--- config.mk ---
export PLATFORM = sky130hd
export DESIGN_NAME = membit_unit
export DESIGN_NICKNAME = d
export VERILOG_FILES = /design/src/rtl/membit_pkg.sv /design/src/rtl/membit_decode.sv /design/src/rtl/membit_alu.sv /design/src/rtl/membit_seq.sv /design/src/rtl/membit_unit.sv
export SDC_FILE = /design/constraint.sdc
export NUM_CORES = 1
export LEC_CHECK = 0
export BUFFER_PORTS_ARGS = -buffer_cell sky130_fd_sc_hd__buf_2
export CORE_MARGIN = 4
export CORE_UTILIZATION = 40
export CTS_CLUSTER_SIZE = 12
export DETAILED_ROUTE_END_ITERATION = 10
export SLEW_MARGIN = 15
export SYNTH_ARGS = -nofsm -noshare
export SYNTH_HDL_FRONTEND = slang
export SYNTH_SLANG_ARGS = --single-unit
--- constraint.sdc ---
create_clock -name clk -period 2.4 [get_ports clk]
set_input_delay 0.36 -clock clk [delete_from_list [all_inputs] [get_ports clk]]
set_output_delay 0.36 -clock clk [all_outputs]
set_load 0.01 [all_outputs]
--- src/rtl/membit_pkg.sv ---
// Package: shared types and opcode constants for the memory bit manipulation unit.
// Assumes an 8-bit opcode in which the single-bit forms carry their bit number in bits 6:4.
package membit_pkg;

    typedef enum logic [2:0] {
        OP_NONE = 3'd0,
        OP_TRB  = 3'd1,
        OP_TSB  = 3'd2,
        OP_RMB  = 3'd3,
        OP_SMB  = 3'd4,
        OP_BBR  = 3'd5,
        OP_BBS  = 3'd6
    } op_class_e;

    typedef enum logic [1:0] {
        ST_IDLE  = 2'd0,
        ST_READ  = 2'd1,
        ST_MOD   = 2'd2,
        ST_WRITE = 2'd3
    } seq_state_e;

    localparam logic [7:0] OPC_ASET_ZP  = 8'h04;
    localparam logic [7:0] OPC_ASET_ABS = 8'h0C;
    localparam logic [7:0] OPC_ARST_ZP  = 8'h14;
    localparam logic [7:0] OPC_ARST_ABS = 8'h1C;
    localparam logic [3:0] LO_BITMEM    = 4'h7;
    localparam logic [3:0] LO_BITBR     = 4'hF;
    localparam int         IDX_LSB      = 4;

endpackage

--- src/rtl/membit_decode.sv ---
// Module: membit_decode
// Classifies an opcode into one of the six supported classes and extracts
// the bit number used by the single-bit forms.
// Assumes IDX_W bits starting at opcode bit 4 hold the bit number (3 for bytes).
module membit_decode
    import membit_pkg::*;
#(
    parameter int IDX_W = 3
) (
    input  logic [7:0]       opcode,
    output op_class_e        cls,
    output logic [IDX_W-1:0] bit_idx,
    output logic             valid,
    output logic             is_branch
);

    // Class selection from the full opcode and its low nibble.
    always_comb begin
        cls = OP_NONE;
        if (opcode == OPC_ASET_ZP || opcode == OPC_ASET_ABS) begin
            cls = OP_TSB;
        end else if (opcode == OPC_ARST_ZP || opcode == OPC_ARST_ABS) begin
            cls = OP_TRB;
        end else if (opcode[3:0] == LO_BITMEM) begin
            cls = opcode[7] ? OP_SMB : OP_RMB;
        end else if (opcode[3:0] == LO_BITBR) begin
            cls = opcode[7] ? OP_BBS : OP_BBR;
        end
    end

    // Bit number field and derived class flags.
    always_comb begin
        bit_idx   = opcode[IDX_LSB +: IDX_W];
        valid     = (cls != OP_NONE);
        is_branch = (cls == OP_BBR) || (cls == OP_BBS);
    end

endmodule

--- src/rtl/membit_alu.sv ---
// Module: membit_alu
// Combinational datapath: builds the one-hot bit mask, computes the modified
// byte for each class, the Z value from the unmodified operand, and the tested bit.
// Assumes cls, bit_idx, acc and operand are held stable by the caller.
module membit_alu
    import membit_pkg::*;
#(
    parameter int DATA_W = 8,
    parameter int IDX_W  = $clog2(DATA_W)
) (
    input  logic              clk,
    input  logic              rst_n,
    input  op_class_e         cls,
    input  logic [IDX_W-1:0]  bit_idx,
    input  logic [DATA_W-1:0] acc,
    input  logic [DATA_W-1:0] operand,
    output logic [DATA_W-1:0] result,
    output logic              z_flag,
    output logic              bit_val
);

    logic [DATA_W-1:0] mask;

    // One comparator per bit position forms the single-bit mask.
    for (genvar g = 0; g < DATA_W; g++) begin : g_mask
        assign mask[g] = (bit_idx == IDX_W'(g));
    end

    // Modified byte per class.
    always_comb begin
        unique case (cls)
            OP_TRB:  result = operand & ~acc;
            OP_TSB:  result = operand | acc;
            OP_RMB:  result = operand & ~mask;
            OP_SMB:  result = operand | mask;
            default: result = operand;
        endcase
    end

    // Z from the pre-modify AND, and the selected bit for branch tests.
    always_comb begin
        z_flag  = ((acc & operand) == '0);
        bit_val = |(operand & mask);
    end

    // a clear-bit result never holds the selected bit.
    assert_rmb_clears_R2: assert property (@(posedge clk) disable iff (!rst_n)
        (cls == OP_RMB) |-> !result[bit_idx]);

    // a set-bit result always holds the selected bit.
    assert_smb_sets_R3: assert property (@(posedge clk) disable iff (!rst_n)
        (cls == OP_SMB) |-> result[bit_idx]);

    // accumulator-reset leaves no accumulator bit set in the result.
    assert_trb_clears_R4: assert property (@(posedge clk) disable iff (!rst_n)
        (cls == OP_TRB) |-> ((result & acc) == '0));

endmodule

--- src/rtl/membit_seq.sv ---
// Module: membit_seq
// Phase sequencer: idle, read operand, modify, write. Branch tests return to
// idle after the modify phase. Issues capture strobes for the datapath registers.
// Assumes valid and is_branch are stable in the cycles they are consulted.
module membit_seq
    import membit_pkg::*;
(
    input  logic       clk,
    input  logic       rst_n,
    input  logic       start,
    input  logic       dec_valid,
    input  logic       op_branch,
    output seq_state_e state,
    output logic       cap_op,
    output logic       cap_mem,
    output logic       cap_res
);

    seq_state_e state_q, state_d;

    // Next phase selection.
    always_comb begin
        state_d = state_q;
        unique case (state_q)
            ST_IDLE:  if (start && dec_valid) state_d = ST_READ;
            ST_READ:  state_d = ST_MOD;
            ST_MOD:   state_d = op_branch ? ST_IDLE : ST_WRITE;
            ST_WRITE: state_d = ST_IDLE;
            default:  state_d = ST_IDLE;
        endcase
    end

    // Phase register with synchronous reset.
    always_ff @(posedge clk) begin
        if (!rst_n) state_q <= ST_IDLE;
        else        state_q <= state_d;
    end

    // Capture strobes for the datapath registers.
    always_comb begin
        state   = state_q;
        cap_op  = (state_q == ST_IDLE) && start && dec_valid;
        cap_mem = (state_q == ST_READ);
        cap_res = (state_q == ST_MOD);
    end

    // the write phase lasts one cycle and is followed by idle.
    assert_write_ends_R9: assert property (@(posedge clk) disable iff (!rst_n)
        (state_q == ST_WRITE) |=> (state_q == ST_IDLE));

    // a read phase is always followed by a modify phase.
    assert_read_then_mod_R9: assert property (@(posedge clk) disable iff (!rst_n)
        (state_q == ST_READ) |=> (state_q == ST_MOD));

endmodule

--- src/rtl/membit_unit.sv ---
// Module: membit_unit (top)
// Executes the accumulator set/reset and single-bit clear/set/branch-test
// instructions. Latches opcode class, bit number and accumulator at issue,
// captures the operand in the read phase, registers the result in the modify
// phase and presents it in the write phase.
// Assumes the core supplies the operand on mem_rdata while rd_req is high.
module membit_unit
    import membit_pkg::*;
#(
    parameter int DATA_W = 8
) (
    input  logic              clk,
    input  logic              rst_n,
    input  logic              start,
    input  logic [7:0]        opcode,
    input  logic [DATA_W-1:0] acc,
    input  logic [DATA_W-1:0] mem_rdata,
    output logic              busy,
    output logic              rd_req,
    output logic              wr_en,
    output logic [DATA_W-1:0] wr_data,
    output logic              z_we,
    output logic              z_val,
    output logic              br_valid,
    output logic              br_taken
);

    localparam int IDX_W = $clog2(DATA_W);

    op_class_e         dec_cls;
    logic [IDX_W-1:0]  dec_idx;
    logic              dec_valid;
    logic              dec_branch;

    op_class_e         cls_q;
    logic [IDX_W-1:0]  idx_q;
    logic [DATA_W-1:0] acc_q;
    logic [DATA_W-1:0] mem_q;
    logic [DATA_W-1:0] res_q;
    logic              z_q;
    logic              branch_q;

    logic [DATA_W-1:0] alu_res;
    logic              alu_z;
    logic              alu_bit;

    seq_state_e        state;
    logic              cap_op, cap_mem, cap_res;

    membit_decode #(.IDX_W(IDX_W)) u_dec (
        .opcode    (opcode),
        .cls       (dec_cls),
        .bit_idx   (dec_idx),
        .valid     (dec_valid),
        .is_branch (dec_branch)
    );

    membit_seq u_seq (
        .clk       (clk),
        .rst_n     (rst_n),
        .start     (start),
        .dec_valid (dec_valid),
        .op_branch (branch_q),
        .state     (state),
        .cap_op    (cap_op),
        .cap_mem   (cap_mem),
        .cap_res   (cap_res)
    );

    membit_alu #(.DATA_W(DATA_W), .IDX_W(IDX_W)) u_alu (
        .clk     (clk),
        .rst_n   (rst_n),
        .cls     (cls_q),
        .bit_idx (idx_q),
        .acc     (acc_q),
        .operand (mem_q),
        .result  (alu_res),
        .z_flag  (alu_z),
        .bit_val (alu_bit)
    );

    // Issue latch: class, bit number and accumulator of the accepted instruction.
    always_ff @(posedge clk) begin
        if (!rst_n) begin
            cls_q    <= OP_NONE;
            idx_q    <= '0;
            acc_q    <= '0;
            branch_q <= 1'b0;
        end else if (cap_op) begin
            cls_q    <= dec_cls;
            idx_q    <= dec_idx;
            acc_q    <= acc;
            branch_q <= dec_branch;
        end
    end

    // Operand capture during the read phase.
    always_ff @(posedge clk) begin
        if (!rst_n)       mem_q <= '0;
        else if (cap_mem) mem_q <= mem_rdata;
    end

    // Result and Z capture during the modify phase.
    always_ff @(posedge clk) begin
        if (!rst_n) begin
            res_q <= '0;
            z_q   <= 1'b0;
        end else if (cap_res) begin
            res_q <= alu_res;
            z_q   <= alu_z;
        end
    end

    // Output strobes and gated data.
    always_comb begin
        busy     = (state != ST_IDLE);
        rd_req   = (state == ST_READ);
        wr_en    = (state == ST_WRITE);
        wr_data  = wr_en ? res_q : '0;
        z_we     = wr_en && ((cls_q == OP_TRB) || (cls_q == OP_TSB));
        z_val    = z_we && z_q;
        br_valid = (state == ST_MOD) && branch_q;
        br_taken = br_valid && ((cls_q == OP_BBS) ? alu_bit : !alu_bit);
    end

    // a Z update only ever accompanies a write.
    assert_z_with_write_R6: assert property (@(posedge clk) disable iff (!rst_n)
        z_we |-> wr_en);

    // a branch report never coincides with a write or a flag update.
    assert_branch_no_write_R7: assert property (@(posedge clk) disable iff (!rst_n)
        br_valid |-> (!wr_en && !z_we));

    // a write comes two cycles after the operand read.
    assert_write_after_read_R9: assert property (@(posedge clk) disable iff (!rst_n)
        wr_en |-> $past(rd_req, 2));

    // an unsupported opcode at issue keeps the unit idle.
    assert_bad_opcode_idle_R10: assert property (@(posedge clk) disable iff (!rst_n)
        (start && !busy && !dec_valid) |=> !busy);

    // an issue while busy never re-enters the read phase directly.
    assert_busy_ignores_start_R11: assert property (@(posedge clk) disable iff (!rst_n)
        (busy && !rd_req) |=> !rd_req);

endmodule

* After elaboration in Yosys (flattened, before gate mapping) *
Index checks and enable logic that the tools add are counted.

storage, ports and cells
  bits in registers = 34
  input port bits = 27
  output and inout port bits = 15
  logic and storage cells = 70

operators by class
  equality and inequality tests = 24
  muxes and demuxes = 12
  bitwise operators = 8
  reductions and logical operators = 18

operator list
  kind                                                 count
  bitwise AND 8 bit                                    4
  one-hot mux 8 bit (4 select lines)                   1
  equality test 3 bit, second input constant           8
  equality test 8 x 5 -> 1 bit, second input constant  2
  inverter 8 bit                                       2
  bitwise OR 8 bit                                     2
  two-way mux 3 bit                                    5
  equality test 3 x 2 -> 1 bit, second input constant  4
  equality test 8 x 3 -> 1 bit, second input constant  1
  equality test 8 x 4 -> 1 bit, second input constant  1
  zero test 8 bit                                      1
  two-way mux 8 bit                                    1
  one-hot mux 2 bit (4 select lines)                   1
  OR reduction 8 bit                                   1
  logical AND 1 bit                                    7
  equality test 3 x 1 -> 1 bit, second input constant  2
  two-way mux 2 bit                                    3
  equality test 2 bit, second input constant           2
  equality test 4 x 3 -> 1 bit, second input constant  1
  equality test 4 bit, second input constant           1
  logical OR 1 bit                                     4
  zero test 3 bit                                      1
  nonzero test 3 bit                                   1
  equality test 2 x 1 -> 1 bit, second input constant  1
  other kinds (5)                                      5

* Longest topological paths before layout *
  depth in word-level cells = 9
  mapped depth = 5
  gate-level depth less buffers = 4

* By module *
Synthesis repeated with hierarchy kept, for this count alone.

second synthesis, totals
  cells, all modules = 215
  area, all modules = 2011.9 um2

by module, submodules not included
  module         times used  cells each  area each (um2)  sequential area each (um2)
  membit_unit    1           124         1343.8           640.6
  membit_alu     1           65          464.2            0.0
  membit_decode  1           15          105.1            0.0
  membit_seq     1           11          98.8             40.0

* Least setup slack after synthesis *
No wires, ideal clock.

  path kind = flip-flop to output port
  from = reg idx_q[2]
  to = out br_taken
  data arrival time = 1.285 ns
  setup slack = 0.755 ns
  cell stages (with the launch flop) = 5
  path buffers = 0
  path through = dfxtp_1 > and2b_1 > a221oi_2 > o221ai_1 > mux2i_1

on the way
  cells in the longest elaborated chain, start to end = 6
  elaborated cells between the ends (all ways) = 13
  those cells by class = eq/ne: 7; mux: 1; bitwise: 1; reduce/logical: 4

ends and longest elaborated chain
  element                                                     RTL line            text
  from (decl)                                                 membit_unit.sv:36   logic [IDX_W-1:0] idx_q;
  from (signal assigned)                                      membit_unit.sv:91   idx_q <= dec_idx;
  equality test 3 x 1 -> 1 bit, or another cell as far along  membit_alu.sv:26    assign mask[g] = (bit_idx == IDX_W'(g));
  bitwise AND 8 bit *                                         membit_alu.sv:43    bit_val = |(operand & mask);
  OR reduction 8 bit *                                        membit_alu.sv:43
  zero test 1 bit                                             membit_unit.sv:123  br_taken = br_valid && ((cls_q == OP_BBS) ? alu_bit : !alu_bit);
  two-way mux 1 bit *                                         membit_unit.sv:123
  logical AND 1 bit *                                         membit_unit.sv:123
  to (decl)                                                   membit_unit.sv:25   output logic br_taken

Every way passes the cells marked *; elsewhere a longest branch is shown, timed or not.

* Worst setup path in the final report *
  from = reg u_seq.state_q[1] (netlist: u_seq.state[1])
  to = out rd_req

on the way
  cells in the longest elaborated chain, start to end = 1

ends and longest elaborated chain
  element                       RTL line            text
  from (decl)                   membit_seq.sv:19    seq_state_e state_q, state_d;
  from (signal assigned)        membit_seq.sv:36    else state_q <= state_d;
  equality test 2 x 1 -> 1 bit  membit_unit.sv:117  rd_req = (state == ST_READ);
  to (decl)                     membit_unit.sv:19   output logic rd_req,

Every way passes these cells.

==> summary.md <==
## Placement
- placer congestion estimate: 0.905
- total placed instance area: 0.00210 mm²
- post-detail-place hpwl: 3600 µm
- input/output buffers: 41

## Floorplanning
- number of placed I/O pins: 42
- vertical die dimension: 77.0 µm
- area of the core region: 0.00447 mm²
- DIE WIDTH: 77.0 µm
- area enclosed by the die boundary: 0.00594 mm²
- number of placement rows: 24
- Starting Density: 0.426

## Timing
- Max transition margin: 0.451
- Hold Worst Slack: 0.310 ns
- Max Clock Freq: 0.469 GHz
- post-layout minimum cycle time: 2.13 ns
- Max Slew Vio Count: 0
- Setup TNS Final: 0 ns
- post-route clock period utilization: 0.888
- number of endpoints failing setup at the final stage: 0
- final hold violations: 0
- actual transition at the worst max-transition pin: 0.812 ns
- largest clock skew in the final design: 0.0108 ns
- RSZ-0062 raised after global routing: no

## Pwr
- Max rail drop VDD: 0.334 mV
- reported leakage power: 0.884 nW
- Power Density: 561 mW/mm²

## Clock network
- number of gates resized after cts: 0
- clock sink total: 34
- TritonCTS clock tree: built
- Max H-tree Level: 2
- Post-CTS Hold Buffers: 0
- number of CTS-inserted buffers: 5
- postcts setup bufs: 0
- clock transition at the registers of the reported paths: 0.07 ns
- maximum count of clock buffers along a single path: 2
- clk_lat worst skew: 0.29 ns
- root buffer cell: clkbuf_8

## Detailed routing
- detailed-routing iteration count for the pre-antenna-repair pass: 4
- number of nets with antenna violations after routing: 0
- vias post-DR: 1,772
- Via density: 5.75
- number of DRC violations after detailed-routing iteration 0: 157
- average wire length per cell after detail routing: 15.3 µm
- DRC viols: 0
- wire length after detailed routing: 4710 µm

## Yosys
- average instance area after synthesis: 8.55 µm²
- Mapped Area: 0.00191 mm²
- YS warnings: 0
- Synth Net Count: 250
- top cell type's share of synthesized area: 0.357
- post-synth cell types: 51
- post-synthesis cell count: 223
- fraction of synthesis flops using an asynchronous set or reset pin: 0
- Top FF cell, synth: dfxtp_1
- Synth area leader: dfxtp_1
- number of synthesized flops with an enable pin: 0
- FF+latch count, synth: 34
- sequential share of the synthesized area: 0.357
- main area contributors after synthesis: dfxtp_1 36%, a21boi_0 8.3%, o21ai_0 5.8%

## Worst setup path
- Req. time, crit path: 2.04 ns
- endpoint arrival time on the critical path: 1.77 ns
- CP endpoint kind: primary output
- CP Max Fanout: 14
- crit path launch type: flip-flop
- Worst Setup Path Type: reg2out

## Run
- max cap viols: 0

## Layout
- final standard cell area without fillers: 0.00221 mm²
- final net count: 283
- fill cell total of the finished layout: 442
- area growth from synthesis to layout: 16.1%
- n_diodes: 0
- share of the core filled with cells in the final layout: 0.495
- share of final-layout standard cells stronger than drive strength 1: 0.254

## Min path
- worst hold path class: in2reg

## Global route
- pin count of the biggest net entering global routing: 28
- total track usage: 0.158
- number of antenna violations at the first check in global routing: 0
- via count of the first global-routing pass: 1,583
- GRT Residual Overflow: 0
- first-pass GRT wire length: 7650 µm

## Status
- status: finished clean

## through the flow
step	setup slack [ns]	instances	power, mW
2_1_floorplan	0.755	223	0.681
3_3_place_gp	0.627	301	0.724
3_5_place_dp	0.574	301	0.725
4_1_cts	0.258	308	1.26
5_1_grt	0.121	308	1.29
6_report	0.270	308	1.24
## Yosys cell counts (5+ instances only)
master,count
nand2_1,27
and2_1,5
dfxtp_1,34
nand3_1,12
and3_1,10
clkbuf_1,8
o21ai_0,22
a21boi_0,21
nor2_1,8
a221oi_1,6
## worst max-delay path, stage by stage, from the launching register on
cell	delay [ns]
dfxtp_1	0.57
nand2b_1	0.38
clkinv_1	0.31
buf_2	0.22
## path summary, 6_finish.rpt
path	start	to	cells after the start	slack, ns
setup / recovery	u_seq.state[1]	rd_req	3	0.27
setup reg to reg	cls_q[2]	res_q[0]	3	0.70
hold / removal	mem_rdata[7]	mem_q[7]	3	0.31
hold reg to reg	res_q[6]	res_q[6]	1	0.45
## registers in the layout, indices dropped and copies added, names as in the netlist
name and count:
idx_q 3, u_seq.state 2, z_q 1, mem_q 8, cls_q 3, res_q 8
branch_q 1, acc_q 8
## power by group
group | internal, mW | switching [mW]
Combinational | 0.0496 | 0.0653
Clock | 0.332 | 0.198
Sequential | 0.577 | 0.0211
Total | 0.958 | 0.284
## layout by cell type, fill, tap and decap left out, drive strengths merged
| cell | netlist | routed |
|---|---|---|
| or3b | 1 | 1 |
| a22oi | 4 | 4 |
| o21a | 1 | 1 |
| a221o | 4 | 4 |
| o221ai | 1 | 1 |
| a21boi | 23 | 23 |
| dfxtp | 34 | 34 |
| o31ai | 1 | 1 |
| bufinv | 0 | 1 |
| nor2 | 9 | 9 |
| clkbuf | 8 | 6 |
| nor3b | 4 | 4 |
| nand3b | 2 | 2 |
| and2 | 5 | 5 |
| and3b | 1 | 1 |
| or2 | 2 | 2 |
| a221oi | 10 | 10 |
| and2b | 2 | 2 |
| nand3 | 12 | 12 |
| clkinv | 1 | 1 |
| a21o | 3 | 3 |
| nand2b | 2 | 2 |
| a2111oi | 2 | 2 |
| nand4b | 1 | 1 |
| o21ai | 26 | 26 |
| mux2i | 2 | 2 |
| o211ai | 1 | 1 |
| buf | 8 | 42 |
| or3 | 1 | 1 |
| xor2 | 2 | 2 |
| nand2 | 27 | 27 |
| and3 | 10 | 10 |
| inv | 3 | 3 |
| nand4 | 1 | 1 |
| and4bb | 2 | 2 |
| nor2b | 1 | 1 |
| nor4b | 2 | 2 |
| a21oi | 4 | 4 |
## cells by family (layout without fill, tap and decap cells)
family,after synthesis,in the layout,share of synthesized area
buffers and inverters,20,53,0.0518
and+or+nand+nor,85,85,0.263
AOI/OAI and AO/OA,80,80,0.308
DFF,34,34,0.357
xor gates and xnor gates,2,2,0.00919
muxes,2,2,0.0105
## area by class of cell
cell class	instances	area [µm²]	share of cell area
Tap cell	52	65.1	0.0294
Inverter	4	15.0	0.00678
Timing Repair Buffer	42	213	0.0961
Clock inverter	1	30.0	0.0136
Multi-Input combinational cell	169	1130	0.509
Clock buffer	6	82.6	0.0373
Sequential cell	34	681	0.308
## routing by layer
layer | part of all wire | up-vias | track usage | routed length [µm]
met5 | 0 | - | 0 | 0
met3 | 0.084 | 24 | 0.0480 | 394
met2 | 0.41 | 83 | 0.221 | 1920
li1 | - | 887 | - | -
met4 | 0.033 | 0 | 0.0730 | 155
met1 | 0.48 | 778 | 0.221 | 2240
Note: power is estimated with default switching activity, not from simulation.
